`config.mk`:
```
export PLATFORM = sky130hd
export DESIGN_NAME = irq_dist
export DESIGN_NICKNAME = d
export VERILOG_FILES = /design/src/rtl/irq_dist_pkg.sv /design/src/rtl/irq_dist_sync.sv /design/src/rtl/irq_dist_arb.sv /design/src/rtl/irq_dist_bank.sv /design/src/rtl/irq_dist_shared.sv /design/src/rtl/irq_dist.sv
export SDC_FILE = /design/constraint.sdc
export NUM_CORES = 2
export LEC_CHECK = 0
export CORE_MARGIN = 2
export CORE_UTILIZATION = 25
export CTS_CLUSTER_DIAMETER = 80
export DETAILED_ROUTE_END_ITERATION = 16
export PLACE_DENSITY = 0.51
export REMOVE_ABC_BUFFERS = 1
export SYNTH_ARGS = -nofsm -noshare
export SYNTH_HDL_FRONTEND = slang
export SYNTH_SLANG_ARGS = --single-unit
```
`constraint.sdc`:
```
create_clock -name clk -period 128.6 [get_ports clk]
set_input_delay 12.86 -clock clk [delete_from_list [all_inputs] [get_ports clk]]
set_output_delay 12.86 -clock clk [all_outputs]
set_load 0.005 [all_outputs]
```
`src/rtl/irq_dist_pkg.sv`:
```
package irq_dist_pkg;
  localparam int NCPU        = 2;
  localparam int ID_W        = 10;
  localparam int LOCAL_SLOTS = 32;
  localparam int SGI_N       = 16;
  localparam int PPI_BASE    = 16;
  localparam logic [ID_W-1:0] ID_NONE = 10'd1023;

  typedef enum logic [1:0] {
    OP_ENABLE = 2'd0,
    OP_PRIO   = 2'd1,
    OP_ROUTE  = 2'd2,
    OP_SOFT   = 2'd3
  } cfg_op_e;

  typedef enum logic [1:0] {
    SOFT_SELF  = 2'd0,
    SOFT_OTHER = 2'd1,
    SOFT_BOTH  = 2'd2,
    SOFT_NONE  = 2'd3
  } soft_tgt_e;
endpackage

```
`src/rtl/irq_dist_sync.sv`:
```
module irq_dist_sync #(
  parameter int W = 1
) (
  input  logic         clk,
  input  logic         rst_n,
  input  logic [W-1:0] d_i,
  output logic [W-1:0] q_o
);
  logic [W-1:0] meta_q;
  logic [W-1:0] sync_q;

  always_ff @(posedge clk or negedge rst_n) begin
    if (!rst_n) begin
      meta_q <= '0;
      sync_q <= '0;
    end else begin
      meta_q <= d_i;
      sync_q <= meta_q;
    end
  end

  assign q_o = sync_q;
endmodule

```
`src/rtl/irq_dist_arb.sv`:
```
module irq_dist_arb
  import irq_dist_pkg::*;
#(
  parameter int N      = 92,
  parameter int PRIO_W = 4
) (
  input  logic [N-1:0]             cand_i,
  input  logic [N-1:0]             act_i,
  input  logic [N-1:0][PRIO_W-1:0] prio_i,
  output logic                     valid_o,
  output logic [ID_W-1:0]          id_o
);
  localparam int PX = PRIO_W + 1;
  localparam logic [PX-1:0] IDLE_P = {1'b1, {PRIO_W{1'b0}}};

  logic [PX-1:0]   best_p;
  logic [PX-1:0]   run_p;
  logic [ID_W-1:0] best_id;

  // Ascending scan with strict compare keeps the lowest ID on ties.
  always_comb begin
    best_p  = IDLE_P;
    run_p   = IDLE_P;
    best_id = '0;
    for (int i = 0; i < N; i++) begin
      if (cand_i[i] && ({1'b0, prio_i[i]} < best_p)) begin
        best_p  = {1'b0, prio_i[i]};
        best_id = ID_W'(i);
      end
      if (act_i[i] && ({1'b0, prio_i[i]} < run_p)) begin
        run_p = {1'b0, prio_i[i]};
      end
    end
  end

  assign valid_o = (best_p < run_p);
  assign id_o    = best_id;
endmodule

```
`src/rtl/irq_dist_bank.sv`:
```
module irq_dist_bank
  import irq_dist_pkg::*;
#(
  parameter int NUM_PPI = 5,
  parameter int PRIO_W  = 4
) (
  input  logic                                 clk,
  input  logic                                 rst_n,
  input  logic                                 cfg_en_we_i,
  input  logic                                 cfg_prio_we_i,
  input  logic [$clog2(LOCAL_SLOTS)-1:0]       cfg_idx_i,
  input  logic [PRIO_W-1:0]                    cfg_data_i,
  input  logic [SGI_N-1:0]                     soft_set_i,
  input  logic [NUM_PPI-1:0]                   ppi_lvl_i,
  input  logic                                 take_i,
  input  logic [$clog2(LOCAL_SLOTS)-1:0]       take_idx_i,
  input  logic                                 eoi_i,
  input  logic [$clog2(LOCAL_SLOTS)-1:0]       eoi_idx_i,
  output logic [LOCAL_SLOTS-1:0]               pend_o,
  output logic [LOCAL_SLOTS-1:0]               act_o,
  output logic [LOCAL_SLOTS-1:0]               en_o,
  output logic [LOCAL_SLOTS-1:0][PRIO_W-1:0]   prio_o
);
  localparam int IDX_W = $clog2(LOCAL_SLOTS);

  for (genvar i = 0; i < LOCAL_SLOTS; i++) begin : g_slot
    if (i < SGI_N || (i >= PPI_BASE && i < PPI_BASE + NUM_PPI)) begin : g_live
      logic              take_hit, eoi_hit, cfg_hit, set_hit;
      logic              pend_q, pend_d, act_q, act_d, en_q, en_d;
      logic [PRIO_W-1:0] prio_q, prio_d;

      assign take_hit = take_i && (take_idx_i == IDX_W'(i));
      assign eoi_hit  = eoi_i  && (eoi_idx_i  == IDX_W'(i));
      assign cfg_hit  = (cfg_idx_i == IDX_W'(i));

      if (i < SGI_N) begin : g_soft
        assign set_hit = soft_set_i[i];
      end else begin : g_lvl
        assign set_hit = ppi_lvl_i[i-PPI_BASE] && !act_q && !take_hit;
      end

      always_comb begin
        pend_d = (pend_q && !take_hit) || set_hit;
        act_d  = (act_q && !eoi_hit) || take_hit;
        en_d   = en_q;
        prio_d = prio_q;
        if (cfg_en_we_i && cfg_hit)   en_d   = cfg_data_i[0];
        if (cfg_prio_we_i && cfg_hit) prio_d = cfg_data_i;
      end

      always_ff @(posedge clk or negedge rst_n) begin
        if (!rst_n) begin
          pend_q <= 1'b0;
          act_q  <= 1'b0;
          en_q   <= 1'b0;
          prio_q <= '0;
        end else begin
          pend_q <= pend_d;
          act_q  <= act_d;
          if (cfg_en_we_i)   en_q   <= en_d;
          if (cfg_prio_we_i) prio_q <= prio_d;
        end
      end

      assign pend_o[i] = pend_q;
      assign act_o[i]  = act_q;
      assign en_o[i]   = en_q;
      assign prio_o[i] = prio_q;
    end else begin : g_hole
      assign pend_o[i] = 1'b0;
      assign act_o[i]  = 1'b0;
      assign en_o[i]   = 1'b0;
      assign prio_o[i] = '0;
    end
  end

  AST_TAKE_WAS_PENDING: assert property (@(posedge clk) disable iff (!rst_n)
    take_i |-> pend_o[take_idx_i]);
  AST_TAKE_MAKES_ACTIVE: assert property (@(posedge clk) disable iff (!rst_n)
    take_i |=> act_o[$past(take_idx_i)]);
endmodule

```
`src/rtl/irq_dist_shared.sv`:
```
module irq_dist_shared
  import irq_dist_pkg::*;
#(
  parameter int NUM_SPI = 60,
  parameter int PRIO_W  = 4
) (
  input  logic                                       clk,
  input  logic                                       rst_n,
  input  logic                                       cfg_en_we_i,
  input  logic                                       cfg_prio_we_i,
  input  logic                                       cfg_route_we_i,
  input  logic [$clog2(NUM_SPI)-1:0]                 cfg_idx_i,
  input  logic [PRIO_W-1:0]                          cfg_data_i,
  input  logic [NUM_SPI-1:0]                         lvl_i,
  input  logic [NCPU-1:0]                            take_i,
  input  logic [NCPU-1:0][$clog2(NUM_SPI)-1:0]       take_idx_i,
  input  logic [NCPU-1:0]                            eoi_i,
  input  logic [NCPU-1:0][$clog2(NUM_SPI)-1:0]       eoi_idx_i,
  output logic [NUM_SPI-1:0]                         pend_o,
  output logic [NUM_SPI-1:0]                         act_o,
  output logic [NUM_SPI-1:0]                         en_o,
  output logic [NUM_SPI-1:0]                         owner_o,
  output logic [NUM_SPI-1:0][NCPU-1:0]               route_o,
  output logic [NUM_SPI-1:0][PRIO_W-1:0]             prio_o
);
  localparam int SIDX_W = $clog2(NUM_SPI);

  for (genvar i = 0; i < NUM_SPI; i++) begin : g_src
    logic [NCPU-1:0]   take_hit;
    logic              any_take, eoi_hit, cfg_hit;
    logic              pend_q, pend_d, act_q, act_d, en_q, en_d, own_q, own_d;
    logic [NCPU-1:0]   route_q, route_d;
    logic [PRIO_W-1:0] prio_q, prio_d;

    assign cfg_hit = (cfg_idx_i == SIDX_W'(i));

    always_comb begin
      eoi_hit = 1'b0;
      for (int c = 0; c < NCPU; c++) begin
        take_hit[c] = take_i[c] && (take_idx_i[c] == SIDX_W'(i));
        if (eoi_i[c] && (eoi_idx_i[c] == SIDX_W'(i)) && (own_q == 1'(c))) eoi_hit = 1'b1;
      end
      any_take = |take_hit;
      own_d    = take_hit[1] ? 1'b1 : (take_hit[0] ? 1'b0 : own_q);
      pend_d   = (pend_q || (lvl_i[i] && !act_q)) && !any_take;
      act_d    = (act_q && !eoi_hit) || any_take;
      en_d     = (cfg_en_we_i && cfg_hit) ? cfg_data_i[0] : en_q;
      prio_d   = (cfg_prio_we_i && cfg_hit) ? cfg_data_i : prio_q;
      route_d  = (cfg_route_we_i && cfg_hit) ? cfg_data_i[NCPU-1:0] : route_q;
    end

    always_ff @(posedge clk or negedge rst_n) begin
      if (!rst_n) begin
        pend_q  <= 1'b0;
        act_q   <= 1'b0;
        own_q   <= 1'b0;
        en_q    <= 1'b0;
        prio_q  <= '0;
        route_q <= '0;
      end else begin
        pend_q <= pend_d;
        act_q  <= act_d;
        if (any_take)       own_q   <= own_d;
        if (cfg_en_we_i)    en_q    <= en_d;
        if (cfg_prio_we_i)  prio_q  <= prio_d;
        if (cfg_route_we_i) route_q <= route_d;
      end
    end

    assign pend_o[i]  = pend_q;
    assign act_o[i]   = act_q;
    assign en_o[i]    = en_q;
    assign owner_o[i] = own_q;
    assign route_o[i] = route_q;
    assign prio_o[i]  = prio_q;
  end

  AST_SINGLE_CLAIM: assert property (@(posedge clk) disable iff (!rst_n)
    !(take_i[0] && take_i[1] && (take_idx_i[0] == take_idx_i[1])));
  AST_CLAIM0_PENDING: assert property (@(posedge clk) disable iff (!rst_n)
    take_i[0] |-> pend_o[take_idx_i[0]]);
  AST_CLAIM1_PENDING: assert property (@(posedge clk) disable iff (!rst_n)
    take_i[1] |-> pend_o[take_idx_i[1]]);
endmodule

```
`src/rtl/irq_dist.sv`:
```
module irq_dist
  import irq_dist_pkg::*;
#(
  parameter int NUM_PPI = 5,
  parameter int NUM_SPI = 60,
  parameter int PRIO_W  = 4
) (
  input  logic                              clk,
  input  logic                              rst_n,
  input  logic [NCPU-1:0][NUM_PPI-1:0]      ppi_i,
  input  logic [NUM_SPI-1:0]                spi_i,
  input  logic                              cfg_we_i,
  input  logic                              cfg_cpu_i,
  input  logic [1:0]                        cfg_op_i,
  input  logic [ID_W-1:0]                   cfg_id_i,
  input  logic [PRIO_W-1:0]                 cfg_data_i,
  input  logic [NCPU-1:0]                   ack_i,
  input  logic [NCPU-1:0]                   eoi_i,
  input  logic [NCPU-1:0][ID_W-1:0]         eoi_id_i,
  output logic [NCPU-1:0]                   irq_o,
  output logic [NCPU-1:0][ID_W-1:0]         hpp_id_o,
  output logic [NCPU-1:0][ID_W-1:0]         ack_id_o
);
  localparam int ID_SPACE = LOCAL_SLOTS + NUM_SPI;
  localparam int LIDX_W   = $clog2(LOCAL_SLOTS);
  localparam int SIDX_W   = $clog2(NUM_SPI);
  localparam logic [ID_W-1:0] SPI_BASE = ID_W'(LOCAL_SLOTS);
  localparam logic [ID_W-1:0] SPI_END  = ID_W'(ID_SPACE);

  // reset: asserted asynchronously, released on the clock
  logic rst_meta_q, rst_sync_n;
  always_ff @(posedge clk or negedge rst_n) begin
    if (!rst_n) begin
      rst_meta_q <= 1'b0;
      rst_sync_n <= 1'b0;
    end else begin
      rst_meta_q <= 1'b1;
      rst_sync_n <= rst_meta_q;
    end
  end

  // peripheral synchronizers
  logic [NCPU-1:0][NUM_PPI-1:0] ppi_sync;
  logic [NUM_SPI-1:0]           spi_sync;

  irq_dist_sync #(.W(NCPU*NUM_PPI)) u_ppi_sync (
    .clk(clk), .rst_n(rst_sync_n), .d_i(ppi_i), .q_o(ppi_sync));
  irq_dist_sync #(.W(NUM_SPI)) u_spi_sync (
    .clk(clk), .rst_n(rst_sync_n), .d_i(spi_i), .q_o(spi_sync));

  // configuration decode
  logic cfg_local, cfg_shared;
  logic [SIDX_W-1:0] cfg_sidx;
  assign cfg_local  = (cfg_id_i < SPI_BASE);
  assign cfg_shared = (cfg_id_i >= SPI_BASE) && (cfg_id_i < SPI_END);
  assign cfg_sidx   = SIDX_W'(cfg_id_i - SPI_BASE);

  // arbitration results and claims
  logic [NCPU-1:0]                  sel_valid;
  logic [NCPU-1:0][ID_W-1:0]        sel_id;
  logic [NCPU-1:0]                  take_ok;
  logic [NCPU-1:0]                  sp_take;
  logic [NCPU-1:0][SIDX_W-1:0]      sp_take_idx;
  logic [NCPU-1:0]                  sp_eoi;
  logic [NCPU-1:0][SIDX_W-1:0]      sp_eoi_idx;
  logic [NCPU-1:0][ID_W-1:0]        ack_id_d, ack_id_q;

  always_comb begin
    take_ok[0] = ack_i[0] && sel_valid[0];
    take_ok[1] = ack_i[1] && sel_valid[1] &&
                 !(take_ok[0] && (sel_id[0] == sel_id[1]) && (sel_id[1] >= SPI_BASE));
  end

  // banked local state
  logic [NCPU-1:0][LOCAL_SLOTS-1:0]             loc_pend, loc_act, loc_en;
  logic [NCPU-1:0][LOCAL_SLOTS-1:0][PRIO_W-1:0] loc_prio;

  for (genvar c = 0; c < NCPU; c++) begin : g_cpu
    logic             bank_sel, soft_hit;
    logic [SGI_N-1:0] soft_set;

    assign bank_sel = cfg_we_i && cfg_local && (cfg_cpu_i == 1'(c));
    assign soft_hit = cfg_we_i && (cfg_op_i == OP_SOFT) &&
                      (((cfg_data_i[1:0] == SOFT_SELF)  && (cfg_cpu_i == 1'(c))) ||
                       ((cfg_data_i[1:0] == SOFT_OTHER) && (cfg_cpu_i != 1'(c))) ||
                        (cfg_data_i[1:0] == SOFT_BOTH));
    assign soft_set = soft_hit ? (SGI_N'(1) << cfg_id_i[3:0]) : '0;

    irq_dist_bank #(.NUM_PPI(NUM_PPI), .PRIO_W(PRIO_W)) u_bank (
      .clk           (clk),
      .rst_n         (rst_sync_n),
      .cfg_en_we_i   (bank_sel && (cfg_op_i == OP_ENABLE)),
      .cfg_prio_we_i (bank_sel && (cfg_op_i == OP_PRIO)),
      .cfg_idx_i     (cfg_id_i[LIDX_W-1:0]),
      .cfg_data_i    (cfg_data_i),
      .soft_set_i    (soft_set),
      .ppi_lvl_i     (ppi_sync[c]),
      .take_i        (take_ok[c] && (sel_id[c] < SPI_BASE)),
      .take_idx_i    (sel_id[c][LIDX_W-1:0]),
      .eoi_i         (eoi_i[c] && (eoi_id_i[c] < SPI_BASE)),
      .eoi_idx_i     (eoi_id_i[c][LIDX_W-1:0]),
      .pend_o        (loc_pend[c]),
      .act_o         (loc_act[c]),
      .en_o          (loc_en[c]),
      .prio_o        (loc_prio[c])
    );

    assign sp_take[c]     = take_ok[c] && (sel_id[c] >= SPI_BASE);
    assign sp_take_idx[c] = SIDX_W'(sel_id[c] - SPI_BASE);
    assign sp_eoi[c]      = eoi_i[c] && (eoi_id_i[c] >= SPI_BASE) && (eoi_id_i[c] < SPI_END);
    assign sp_eoi_idx[c]  = SIDX_W'(eoi_id_i[c] - SPI_BASE);
  end

  // shared state
  logic [NUM_SPI-1:0]             spi_pend, spi_act, spi_en, spi_owner;
  logic [NUM_SPI-1:0][NCPU-1:0]   spi_route;
  logic [NUM_SPI-1:0][PRIO_W-1:0] spi_prio;

  irq_dist_shared #(.NUM_SPI(NUM_SPI), .PRIO_W(PRIO_W)) u_shared (
    .clk            (clk),
    .rst_n          (rst_sync_n),
    .cfg_en_we_i    (cfg_we_i && cfg_shared && (cfg_op_i == OP_ENABLE)),
    .cfg_prio_we_i  (cfg_we_i && cfg_shared && (cfg_op_i == OP_PRIO)),
    .cfg_route_we_i (cfg_we_i && cfg_shared && (cfg_op_i == OP_ROUTE)),
    .cfg_idx_i      (cfg_sidx),
    .cfg_data_i     (cfg_data_i),
    .lvl_i          (spi_sync),
    .take_i         (sp_take),
    .take_idx_i     (sp_take_idx),
    .eoi_i          (sp_eoi),
    .eoi_idx_i      (sp_eoi_idx),
    .pend_o         (spi_pend),
    .act_o          (spi_act),
    .en_o           (spi_en),
    .owner_o        (spi_owner),
    .route_o        (spi_route),
    .prio_o         (spi_prio)
  );

  // per-CPU candidate view over the whole ID space
  logic [NCPU-1:0][ID_SPACE-1:0]             cand, actv;
  logic [NCPU-1:0][ID_SPACE-1:0][PRIO_W-1:0] prio_all;

  always_comb begin
    for (int c = 0; c < NCPU; c++) begin
      for (int i = 0; i < LOCAL_SLOTS; i++) begin
        cand[c][i]     = loc_pend[c][i] && loc_en[c][i];
        actv[c][i]     = loc_act[c][i];
        prio_all[c][i] = loc_prio[c][i];
      end
      for (int s = 0; s < NUM_SPI; s++) begin
        cand[c][LOCAL_SLOTS+s]     = spi_pend[s] && spi_en[s] && spi_route[s][c];
        actv[c][LOCAL_SLOTS+s]     = spi_act[s] && (spi_owner[s] == 1'(c));
        prio_all[c][LOCAL_SLOTS+s] = spi_prio[s];
      end
    end
  end

  for (genvar c = 0; c < NCPU; c++) begin : g_arb
    irq_dist_arb #(.N(ID_SPACE), .PRIO_W(PRIO_W)) u_arb (
      .cand_i  (cand[c]),
      .act_i   (actv[c]),
      .prio_i  (prio_all[c]),
      .valid_o (sel_valid[c]),
      .id_o    (sel_id[c])
    );

    assign ack_id_d[c] = take_ok[c] ? sel_id[c] : ID_NONE;

    always_ff @(posedge clk or negedge rst_sync_n) begin
      if (!rst_sync_n) begin
        ack_id_q[c] <= ID_NONE;
      end else if (ack_i[c]) begin
        ack_id_q[c] <= ack_id_d[c];
      end
    end

    assign irq_o[c]    = sel_valid[c];
    assign hpp_id_o[c] = sel_valid[c] ? sel_id[c] : ID_NONE;
    assign ack_id_o[c] = ack_id_q[c];

    AST_IDLE_ACK_NONE: assert property (@(posedge clk) disable iff (!rst_sync_n)
      (ack_i[c] && !irq_o[c]) |=> (ack_id_o[c] == ID_NONE));
  end

  AST_ACK0_GETS_OFFER: assert property (@(posedge clk) disable iff (!rst_sync_n)
    (ack_i[0] && irq_o[0]) |=> (ack_id_o[0] == $past(hpp_id_o[0])));
  AST_TIE_CPU1_LOSES: assert property (@(posedge clk) disable iff (!rst_sync_n)
    (ack_i[0] && ack_i[1] && irq_o[0] && irq_o[1] && (hpp_id_o[0] == hpp_id_o[1]) &&
     (hpp_id_o[0] >= SPI_BASE)) |=> (ack_id_o[1] == ID_NONE));
endmodule

```
==> out/metrics.yaml <==
outcome:
  status: "finished clean"
setup_path:
  cp.required_ns: 115.74
  r2r_slack_ns: 16.88
  crit_start: "g_cpu[0].u_bank.g_slot[0].g_live.en_q"
  r2r-end: "u_shared.g_src[4].pend_q"
  arrival_ns: 110.19
  slowest_delay_ns: 0.54
  r2r_start: "g_cpu[0].u_bank.g_slot[0].g_live.en_q"
  cp-start-kind: "register"
  criticalPathCategory: "register to primary output"
  crit_fanout: 6
  worst_path_max_delay_cell: "or4_1"
  crit_path_frequent_cell: "ha_1"
  rr_worst_depth: 613
  crit_path_end_kind: "primary output"
floorplan:
  die_h_um: 639
  dieArea_um2: 408000
  io_pins: 156
  core_area_um2: 402000
  start_util: 0.251
  rows: 233
  die_x_um: 639
timing:
  finalSetupViolCount: 0
  post-route-period-util: 0.957
  period_minus_slack_ns: 123.05
  final.setup.worst_slack_ns: 5.55
  max_slew_margin: 0.111
  setup_tns_ns: 0
  max_clock_freq_ghz: 0.00813
  final_max_slew_viol_count: 0
  tightestPinTransition_ns: 1.33
  whs_ns: 0.325
  clock_skew_ns: 0.116
  finalHoldViolCount: 0
placement:
  gp_congestion: 0.980
  place_ws_ns: -3.03
  dp_cells: 18700
  placed_area_um2: 117000
  io_buffers: 155
  place_hpwl_mm: 348
global_route:
  grt_pass1_wl_mm: 643
  grt_pass1_vias: 97100
  grt_max_degree: 153
  grt.total_usage: 0.207
  grt-ovfl-total: 0
  antenna_found_initial: 32
finish:
  nets: 14800
  fill_cells: 42500
  multiInputGateArea_um2: 72700
  regArea_um2: 26400
  final_cells: 19300
  design_area_um2: 127000
  drive_above_1_share: 0.266
  final_cell_mix: "buf_4 (1,465), nand2_1 (1,213), dfrtp_1 (1,031)"
  layout.cells.most_common: "buf_4"
  area_growth_pct: 26.2
route:
  vias_per_cell: 5.34
  detail-route-antenna-nets: 0
  drt-pass1-iter-count: 6
  wl_per_cell_um: 23.0
  num_vias: 103000
  drtIter0Drc: 9132
  wirelength_mm: 442
  drc: 0
logic_synthesis:
  yosysTopAreaCell: "dfrtp_1"
  synth-seq-cells: 1052
  avgSynthCellArea_um2: 8.11
  ys_seq_area_frac: 0.261
  synth_edf_count: 0
  yosysTopAreaCellShare: 0.257
  syn_area_um2: 101000
  synthFlopType: "dfrtp_1"
  synth_warnings: 0
  synthTopCellsByArea: "dfrtp_1 (26%), ha_1 (11%), mux2_2 (8.4%), o21ai_0 (4.8%), nand2_1 (4.6%)"
  async_reset_ff_frac: 1.00
  syn_inst: 12400
  ys_types: 189
clock_tree:
  clockRootBuffer: "clkbuf_16"
  insertion_delay_ns: 0.96
  cts_buffers: 152
  cts_sinks: 1052
  htreeDepth: 4
  clockBufferDepth: 4
  cts.clk_slew.worst_paths_ns: 0.06
  cts_tree: "yes"
min_path:
  hold_path.class: "register to register"
  min_path_cells: 0
  worstHoldStart: "u_spi_sync.meta_q[39]"
  holdPathEnd: "u_spi_sync.q_o[39]"
pwr:
  powerDensity_nw_per_um2: 7.13
  p_leak_nw: 54.6
  vdd_ir_drop_max_v: 0.00000986
job:
  maxCapViolCount: 0
==> routing by layer <==
metal | global-route usage | share of wire | vias to the layer above
met5 | 0 | 0.00013 | -
met4 | 0.111 | 0.062 | 8
met3 | 0.0310 | 0.061 | 834
met2 | 0.328 | 0.44 | 3199
met1 | 0.269 | 0.43 | 50100
li1 | - | - | 48700
==> what timing repair did <==
| item | in CTS | in global routing |
|---|---|---|
| endpoints found under the setup margin | 22 | 22 |
| hold buffers | 0 | 0 |
| resized for setup | 133 | 926 |
| pin swaps | 9 | 257 |
| gates cloned | 0 | 0 |
| setup buffers | 11 | 211 |
==> through the flow <==
step	total power, W	utilization
floorplan	0.000409	-
global placement	0.000457	0.290
detailed placement	0.000457	0.290
CTS	0.000910	0.304
global route	0.000939	0.317
finish	0.000907	0.317
==> sequential cells by signal, indices dropped and copies added (netlist names), 10 cells and up <==
register                           count
u_shared.g_src.act_q                  60
g_cpu.u_bank.g_slot.g_live.act_q      42
g_cpu.u_bank.g_slot.g_live.en_q       42
u_spi_sync.meta_q                     60
u_shared.g_src.own_q                  60
ack_id_o                              16
u_spi_sync.q_o                        60
u_shared.g_src.route_q               120
u_ppi_sync.meta_q                     10
u_ppi_sync.q_o                        10
g_cpu.u_bank.g_slot.g_live.prio_q    168
g_cpu.u_bank.g_slot.g_live.pend_q     42
u_shared.g_src.prio_q                240
u_shared.g_src.pend_q                 60
u_shared.g_src.en_q                   60
==> cells by family after synthesis <==
group                    Yosys count  synth area share
XOR/XNOR                           7          0.000608
flip-flops                      1052             0.261
AO/OA/AOI/OAI                   4055             0.270
adder cells (fa/ha/maj)          891             0.110
buffers and inverters           1328            0.0566
multiplexers                     953             0.105
AND/OR/NAND/NOR                 4151             0.197
other                              1         0.0000372
==> synthesized netlist by cell type (all sizes together), types with 54 or more instances <==
| cell type | number |
|---|---|
| clkbuf | 270 |
| buf | 103 |
| and3 | 155 |
| nand3 | 478 |
| and2 | 139 |
| inv | 938 |
| or3 | 88 |
| a211oi | 149 |
| or2 | 75 |
| o211a | 54 |
| a21oi | 908 |
| o21bai | 105 |
| nor2 | 1079 |
| nor4 | 61 |
| nand2 | 1244 |
| nand2b | 180 |
| mux2i | 197 |
| a31oi | 158 |
| a211o | 79 |
| mux2 | 756 |
| dfrtp | 1036 |
| nand4 | 62 |
| nor2b | 111 |
| o22ai | 67 |
| o211ai | 148 |
| o21a | 259 |
| o311ai | 59 |
| ha | 872 |
| o31ai | 74 |
| o21ai | 1134 |
| a21o | 250 |
| nor3 | 314 |
==> layout make-up <==
type	count	share of cell area
inverters	941	0.0278
well taps	5287	0.0520
repair buffers	1631	0.100
diodes	23	0.000452
clock inverters	80	0.00792
clock buffers	194	0.0332
flip-flops and latches	1052	0.207
multi-input cells	10100	0.571
==> critical path: cells and delay by family, from the launching register on <==
kind            cells  cell delay, ns
buf+inv            70            8.13
flops               1            0.37
fa+ha+maj          79           19.98
mux                37           10.34
compound gates    244           40.53
simple gates      181           29.81
==> where the power goes <==
| group | internal (W) | switching [W] |
|---|---|---|
| combinational | 0.0000450 | 0.0000686 |
| clock | 0.000259 | 0.000190 |
| sequential | 0.000336 | 0.00000845 |
| total | 0.000641 | 0.000267 |
==> how the worst max path moves through the flow <==
stage	to	slack, ns	depth (start not counted)
after CTS	hpp_id_o[10]	0.005	607
after global placement	hpp_id_o[5]	-3.18	597
after global routing	hpp_id_o[6]	-0.83	638
after detailed placement	hpp_id_o[5]	-3.03	595
after floorplan	hpp_id_o[0]	2.46	576
final	hpp_id_o[9]	5.55	611
Note: power is estimated with default switching activity, not from simulation.
